--- config.mk ---
export PLATFORM = sky130hd
export DESIGN_NAME = diff_clk_stop_gate
export DESIGN_NICKNAME = d
export VERILOG_FILES = /design/src/rtl/clkstop_pkg.sv /design/src/rtl/cstop_phase_gen.sv /design/src/rtl/cstop_req_filter.sv /design/src/rtl/cstop_lane.sv /design/src/rtl/diff_clk_stop_gate.sv
export SDC_FILE = /design/constraint.sdc
export NUM_CORES = 1
export LEC_CHECK = 0
export BUFFER_PORTS_ARGS = -buffer_cell sky130_fd_sc_hd__buf_2
export CAP_MARGIN = 15
export CELL_PAD_IN_SITES_DETAIL_PLACEMENT = 0
export CELL_PAD_IN_SITES_GLOBAL_PLACEMENT = 2
export CORE_ASPECT_RATIO = 1.5
export CORE_UTILIZATION = 27
export CTS_CLUSTER_SIZE = 30
export DETAILED_ROUTE_END_ITERATION = 8
export PLACE_DENSITY_LB_ADDON = 0.1
export SYNTH_ARGS = -nofsm -noshare
export SYNTH_HDL_FRONTEND = slang
export SYNTH_HIERARCHICAL = 1
export SYNTH_SLANG_ARGS = --single-unit
--- constraint.sdc ---
create_clock -name clk_i -period 1.2 [get_ports clk_i]
set_clock_uncertainty 0.05 [all_clocks]
set_input_delay 0.06 -clock clk_i [delete_from_list [all_inputs] [get_ports clk_i]]
set_output_delay 0.06 -clock clk_i [all_outputs]
set_load 0.1 [all_outputs]
--- src/rtl/clkstop_pkg.sv ---
package clkstop_pkg;
   typedef enum logic {
      PARK_TRUE_HIGH = 1'b0,
      PARK_BOTH_LOW  = 1'b1
   } park_mode_e;

   function automatic int cnt_width(input int half_cycles);
      return (half_cycles > 1) ? $clog2(half_cycles) : 1;
   endfunction
endpackage

--- src/rtl/cstop_phase_gen.sv ---
module cstop_phase_gen #(
   parameter int HALF_CYCLES = 2
) (
   input  logic clk_i,
   input  logic rst_ni,
   output logic phase_o,
   output logic rise_next_o,
   output logic fall_next_o
);
   localparam int CW = clkstop_pkg::cnt_width(HALF_CYCLES);
   localparam logic [CW-1:0] LAST = CW'(HALF_CYCLES - 1);

   logic [CW-1:0] cnt_q;
   logic          wrap;

   assign wrap        = (cnt_q == LAST);
   assign rise_next_o = wrap & ~phase_o;
   assign fall_next_o = wrap &  phase_o;

   always_ff @(posedge clk_i or negedge rst_ni) begin
      if (!rst_ni) begin
         cnt_q   <= '0;
         phase_o <= 1'b0;
      end else if (wrap) begin
         cnt_q   <= '0;
         phase_o <= ~phase_o;
      end else begin
         cnt_q   <= cnt_q + 1'b1;
      end
   end

   // the phase only flips after a full half period has been counted
   assert_half_width_R9: assert property (@(posedge clk_i) disable iff (!rst_ni)
      (phase_o != $past(phase_o)) |-> ($past(cnt_q) == LAST));

   assert_cnt_range_R9: assert property (@(posedge clk_i) disable iff (!rst_ni)
      cnt_q <= LAST);
endmodule

--- src/rtl/cstop_req_filter.sv ---
module cstop_req_filter (
   input  logic clk_i,
   input  logic rst_ni,
   input  logic req_ni,
   output logic stop_o
);
   logic       meta_q;
   logic [1:0] hist_q;

   always_ff @(posedge clk_i or negedge rst_ni) begin
      if (!rst_ni) begin
         meta_q <= 1'b1;
         hist_q <= 2'b11;
         stop_o <= 1'b0;
      end else begin
         meta_q <= req_ni;
         hist_q <= {hist_q[0], meta_q};
         if (hist_q == 2'b00)      stop_o <= 1'b1;
         else if (hist_q == 2'b11) stop_o <= 1'b0;
      end
   end

   // acceptance needs the pin low on two consecutive sampling edges
   assert_accept_two_R2: assert property (@(posedge clk_i) disable iff (!rst_ni)
      $rose(stop_o) |-> (!$past(req_ni, 3) && !$past(req_ni, 4)));

   assert_release_two_R2: assert property (@(posedge clk_i) disable iff (!rst_ni)
      $fell(stop_o) |-> ($past(req_ni, 3) && $past(req_ni, 4)));
endmodule

--- src/rtl/cstop_lane.sv ---
module cstop_lane (
   input  logic clk_i,
   input  logic rst_ni,
   input  logic phase_i,
   input  logic rise_next_i,
   input  logic fall_next_i,
   input  logic stop_i,
   input  logic stoppable_i,
   input  logic enable_i,
   input  logic park_low_i,
   output logic out_t_o,
   output logic out_c_o
);
   import clkstop_pkg::*;

   park_mode_e park_mode;
   logic       stopped_q, stopped_d, phase_d, run_d;

   assign park_mode = park_mode_e'(park_low_i);

   always_comb begin
      stopped_d = stopped_q;
      if (rise_next_i && stop_i && stoppable_i) stopped_d = 1'b1;
      else if (fall_next_i && !stop_i)          stopped_d = 1'b0;
      phase_d = rise_next_i ? 1'b1 : (fall_next_i ? 1'b0 : phase_i);
      run_d   = stopped_d | phase_d;
   end

   always_ff @(posedge clk_i or negedge rst_ni) begin
      if (!rst_ni) begin
         stopped_q <= 1'b0;
         out_t_o   <= 1'b0;
         out_c_o   <= 1'b1;
      end else begin
         stopped_q <= stopped_d;
         if (enable_i) begin
            out_t_o <= run_d;
            out_c_o <= ~run_d;
         end else begin
            out_t_o <= (park_mode == PARK_TRUE_HIGH);
            out_c_o <= 1'b0;
         end
      end
   end

   assert_park_level_R3: assert property (@(posedge clk_i) disable iff (!rst_ni)
      ($past(enable_i) && stopped_q) |-> (out_t_o && !out_c_o));

   assert_enter_on_rise_R4: assert property (@(posedge clk_i) disable iff (!rst_ni)
      ($rose(stopped_q) && $past(enable_i) && $past(enable_i, 2))
      |-> (out_t_o && !$past(out_t_o)));

   assert_free_lane_R5: assert property (@(posedge clk_i) disable iff (!rst_ni)
      ($past(!stoppable_i) && !$past(stopped_q)) |-> !stopped_q);

   assert_exit_on_fall_R6: assert property (@(posedge clk_i) disable iff (!rst_ni)
      ($fell(stopped_q) && $past(enable_i) && $past(enable_i, 2))
      |-> (!out_t_o && $past(out_t_o)));

   assert_disabled_park_R7: assert property (@(posedge clk_i) disable iff (!rst_ni)
      !$past(enable_i) |-> ((out_t_o == !$past(park_low_i)) && !out_c_o));

   assert_complement_R8: assert property (@(posedge clk_i) disable iff (!rst_ni)
      $past(enable_i) |-> (out_c_o == !out_t_o));
endmodule

--- src/rtl/diff_clk_stop_gate.sv ---
module diff_clk_stop_gate #(
   parameter int NUM_OUT     = 3,
   parameter int HALF_CYCLES = 2
) (
   input  logic               clk_i,
   input  logic               rst_ni,
   input  logic               stop_req_ni,
   input  logic [NUM_OUT-1:0] stoppable_i,
   input  logic [NUM_OUT-1:0] enable_i,
   input  logic               park_low_i,
   output logic [NUM_OUT-1:0] clk_t_o,
   output logic [NUM_OUT-1:0] clk_c_o
);
   if (NUM_OUT < 1) begin : g_bad_num
      $error("NUM_OUT must be at least 1");
   end
   if (HALF_CYCLES < 1) begin : g_bad_half
      $error("HALF_CYCLES must be at least 1");
   end

   logic phase, rise_next, fall_next, stop_act;

   cstop_phase_gen #(.HALF_CYCLES(HALF_CYCLES)) u_phase (
      .clk_i       (clk_i),
      .rst_ni      (rst_ni),
      .phase_o     (phase),
      .rise_next_o (rise_next),
      .fall_next_o (fall_next)
   );

   cstop_req_filter u_filter (
      .clk_i  (clk_i),
      .rst_ni (rst_ni),
      .req_ni (stop_req_ni),
      .stop_o (stop_act)
   );

   for (genvar g = 0; g < NUM_OUT; g++) begin : g_lane
      cstop_lane u_lane (
         .clk_i       (clk_i),
         .rst_ni      (rst_ni),
         .phase_i     (phase),
         .rise_next_i (rise_next),
         .fall_next_i (fall_next),
         .stop_i      (stop_act),
         .stoppable_i (stoppable_i[g]),
         .enable_i    (enable_i[g]),
         .park_low_i  (park_low_i),
         .out_t_o     (clk_t_o[g]),
         .out_c_o     (clk_c_o[g])
      );
   end
endmodule

* Word-level counts from Yosys, hierarchy flattened
Index checks and enable logic that the tools add are counted.
Word-level totals: register bits after elaboration 15, input port bits 10, output and inout port bits 6, word-level logic and storage cells 51
Cells by class: add/subtract/negate cells 1, equality and inequality tests 1, muxes and demuxes 17, bitwise logic cells 10, reduce and logical (&&, ||, !) cells 8
Operator list (count):
- 2-to-1 mux 1 bit | 17
- logical AND 1 bit | 5
- inverter 1 bit | 5
- bitwise OR 1 bit | 3
- AND 1 bit | 2
- equality test 2 bit (second input constant) | 1
- logical NOT 2 bit | 1
- nonzero test 2 bit | 1
- adder 1 bit (second input constant) | 1
- logical NOT 1 bit | 1

* Depth between registers and ports, before layout
depth after elaboration 8, gate-level depth with buffers 4, gate-level depth less buffers 4

* Hierarchy
The synthesis kept the hierarchy.
Modules (own cells, without submodules):
- cstop_lane | times used 3, cells each 13, area each 128.9 um^2, sequential area each 76.3 um^2
- cstop_req_filter | times used 1, cells each 8, area each 138.9 um^2, sequential area each 103.8 um^2
- cstop_phase_gen | times used 1, cells each 6, area each 78.8 um^2, sequential area each 50.0 um^2

* Worst setup path after synthesis
Ideal clock, no wire load.
path type reg2reg, start register u_filter.hist_q[0], end register u_filter.stop_o, library setup time 0.125 ns, arrival 1.116 ns, data required time 1.025 ns, setup slack -0.091 ns, cell stages (with the launch flop) 4, path buffers 0, period minus slack after synthesis 1.291 ns, cells stage by stage dfstp_2 -> inv_1 -> ha_1 -> mux2_4
On the way: word-level cells in the longest chain between the ends 2, elaborated cells on any way between the ends 4, classes of those cells 1 x eq/ne; 1 x mux; 2 x reduce/logical
RTL lines:
- start, declared | RTL line cstop_req_filter.sv:8 | logic [1:0] hist_q;
- start signal, assigned | RTL line cstop_req_filter.sv:17 | hist_q <= {hist_q[0], meta_q};
- equality test 2 bit / logical NOT 2 bit (equally long branches) | RTL line cstop_req_filter.sv:19, cstop_req_filter.sv:18
- nonzero test 2 bit (no source line) / 2-to-1 mux 1 bit (equally long branches)
- end signal, assigned | RTL line cstop_req_filter.sv:14 | stop_o <= 1'b0;
- end signal, assigned | RTL line cstop_req_filter.sv:18 | if (hist_q == 2'b00) stop_o <= 1'b1;
- end signal, assigned | RTL line cstop_req_filter.sv:19 | else if (hist_q == 2'b11) stop_o <= 1'b0;
- end, declared | RTL line cstop_req_filter.sv:5 | output logic stop_o
Several ways; a longest one is shown, not always the timed one. A chain may end at the register's enable or synchronous reset.

* Final worst setup path
Same ends and word-level chain as after synthesis.

==> flow_metrics.py <==
metrics = {
    "floorplan": {
        "row_count": 20,
        "placeableCoreArea_um2": 2080,
        "dieHeight_um": 59.9,
        "chipWidth_um": 40.6,
        "die_area_um2": 2440,
        "initial_utilization_pct": 29.1,
        "io_pins": 16,
    },
    "setup_path": {
        "critPathCaptureType": "register",
        "critPathTopFamily": "flip-flops",
        "reg2reg_to": "u_filter/stop_o$_DFFE_PN0P_",
        "path_buf_inv": 1,
        "cp-startpoint": "u_filter/hist_q[0]$_DFF_PN1_",
        "startpoint_type": "register",
        "slowest_delay_ns": 0.54,
        "reg2reg_depth": 3,
        "r2r_start": "u_filter/hist_q[0]$_DFF_PN1_",
        "crit_arrival_ns": 1.40,
        "slowest_stage": "dfstp_2",
        "worst-path-max-fanout": 2,
        "r2r_slack_ns": -0.08,
        "required_ns": 1.32,
        "crit_cells": 3,
        "crit_chain": "inv_2, ha_4, mux2_4",
        "critical_path_class": "register to register",
    },
    "layout": {
        "syn_to_final_growth_pct": 48.0,
        "finalNetCount": 95,
        "num-fill-cells": 220,
        "antennaDiodeCount": 0,
        "post-route-util_pct": 43.1,
        "drive_above_1_share_pct": 39.8,
        "seqCellArea_um2": 383,
        "multiInputGateArea_um2": 201,
    },
    "yosys": {
        "synth_seq_cells": 15,
        "netlist_area_um2": 604,
        "synthTopCellsByArea": "dfrtp_1 37%, dfstp_2 26%, nor2b_1 6.2%",
        "synth_common_cells": "9 x dfrtp_1, 9 x inv_1, 6 x a21oi_1, 6 x dfstp_2, 6 x nor2b_1",
        "synth.distinct_cells": 14,
        "synth.top_cell.area_share_pct": 37.3,
        "yosysTopAreaCell": "dfrtp_1",
        "seq_area_frac_synth_pct": 63.4,
        "ys_warn_count": 6,
        "ys.flop_type": "dfrtp_1",
        "synth_nets": 64,
        "avgSynthCellArea_um2": 11.4,
        "synth_edf_count": 0,
        "synthCells": 53,
        "async_flop_share_pct": 100,
    },
    "global_routing": {
        "grt_pass1_vias": 439,
        "grt_pass1_wl_um": 1750,
        "antenna_found_initial": 0,
        "grt_max_degree": 16,
        "grt-ovfl-total": 0,
        "track_usage_pct": 10.9,
    },
    "run": {
        "cap_violations": 0,
    },
    "detailed_routing": {
        "initialDrtViolationCount": 0,
        "routedWlPerCell_um": 10.8,
        "avgViaCountPerCell": 4.35,
        "route.detailed.drc": 0,
        "routed_wl_um": 1130,
        "drtAntennaViolNets": 0,
        "vias": 457,
        "first_pass_iters": 1,
    },
    "sta": {
        "relSlewSlack_pct": 68.0,
        "min_period_ns": 1.28,
        "fmax_ghz": 0.780,
        "finalHoldViolations": 0,
        "slew_violations": 0,
        "tightest_slew_ns": 0.483,
        "fin_ws_ns": -0.0827,
        "min_period_over_period_pct": 107,
        "rsz0062_at_grt": "yes",
        "final-setup-viol-count": 1,
    },
    "power_and_ir_drop": {
        "switching_share_pct": 29.6,
        "pwr-share-comb_pct": 20.5,
        "leakagePower_uw": 0.000452,
        "vdd_drop_max_uv": 398,
        "p_sw_uw": 312,
        "powerDensity_nw_per_um2": 1180,
        "pwr-share-seq_pct": 52.6,
        "power.share.clock_pct": 26.9,
        "internal-power_uw": 744,
    },
    "worst_hold_path": {
        "hold_depth": 3,
        "whs_endpoint": "g_lane[2].u_lane/out_t_o$_DFF_PN0_",
        "hold_class": "input port to register",
        "hold_path.startpoint": "park_low_i",
    },
    "run_status": {
        "run_status": "complete, but fails checks",
        "violations": "negative setup slack",
    },
    "clock_network": {
        "cts_tree": "done",
        "cts_buffer_depth": 2,
        "cts_sinks": 15,
        "htreeDepth": 1,
        "cts_root_buf": "clkbuf_4",
        "numCtsBuffers": 3,
        "clkTransAtPathRegs_ns": 0.08,
        "clkLatencyLatePin_ns": 0.28,
    },
    "placement": {
        "hpwl_um": 829,
        "gp_congestion": 0.668,
        "dp_slack_ns": -0.0685,
        "port_buffers": 15,
    },
}
-- worst min-delay path, delay by kind of cell --
| family | cells | cell delay [ns] |
|---|---|---|
| AOI/OAI and AO/OA | 1 | 0.05 |
| buffers and inverters | 1 | 0.10 |
| and+or+nand+nor | 1 | 0.12 |
-- cells by family (layout without fill, tap and decap cells) --
kind of cell / after synthesis / in the layout / synth area share (%)
flip-flops: 15 / 15 / 63.4
AND/OR/NAND/NOR: 14 / 14 / 13.9
AO/OA/AOI/OAI: 12 / 12 / 11.2
buffers and inverters: 9 / 39 / 5.59
adder cells (fa/ha/maj): 1 / 1 / 2.07
XOR/XNOR: 1 / 1 / 1.45
multiplexers: 1 / 1 / 2.48
-- sequential cells by signal, summed over array words and instances (netlist names) --
register	count
g_lane.u_lane/out_c_o	3
g_lane.u_lane/out_t_o	3
g_lane.u_lane/stopped_q	3
u_filter/hist_q	2
u_filter/meta_q	1
u_filter/stop_o	1
u_phase/cnt_q	1
u_phase/phase_o	1
-- layout make-up --
cell class,instances,area share (%)
Clock buffer,4,2.94
Sequential cell,15,42.8
Inverter,9,3.78
Timing Repair Buffer,26,24.9
Tap cell,22,3.08
Multi-Input combinational cell,29,22.5
-- per-stage QoR --
stage	instance area [um2]	cells	total power [uW]	setup TNS [ns]	hold slack [ns]
after global placement	779	92	762	-0.0558	-0.0703
after CTS	886	104	1080	-0.0855	0.0301
final	895	105	1060	-0.0827	0.0329
after floorplan	617	53	693	-0.0523	-0.286
after detailed placement	779	92	765	-0.0685	-0.0672
after global routing	895	105	1100	-0.0978	0.0444
-- per-layer routing --
metal / global-route usage, % / vias to the layer above / share of wire, %
met5: 0 / - / 0
met2: 17.2 / 15 / 48
met3: 2.23 / 4 / 4.3
met4: 7.14 / 0 / 2.0
met1: 12.7 / 203 / 45
li1: - / 235 / -
-- power by group through the flow --
stage	clock network (uW)	registers, uW	logic [uW]
6_report	284	556	217
5_1_grt	311	559	231
4_1_cts	299	557	219
3_5_place_dp	0	566	199
3_3_place_gp	0	565	197
2_1_floorplan	0	658	34.1
-- how the worst max path moves through the flow --
stage | endpoint | slack (ns)
floorplan | u_filter/stop_o$_DFFE_PN0P_ | -0.05
global placement | u_filter/stop_o$_DFFE_PN0P_ | -0.06
finish | u_filter/stop_o$_DFFE_PN0P_ | -0.08
global route | u_filter/stop_o$_DFFE_PN0P_ | -0.1
detailed placement | u_filter/stop_o$_DFFE_PN0P_ | -0.07
CTS | u_filter/stop_o$_DFFE_PN0P_ | -0.09
-- cells in the final DEF, fill, tap and decap left out, types with 6 or more instances in the layout --
cell and n:
dfrtp_1 9, dfstp_2 6, buf_2 12, a21oi_1 6, dlygate4sd3_1 8, nor2b_1 6, inv_1 7
-- repair_timing --
item	CTS	global route
resized for setup	0	1
setup buffers	0	1
pin swaps	1	0
hold endpoints to repair	25	0
hold buffers	8	0
endpoints found under the setup margin	1	7
(Power assumes the default switching activity.)
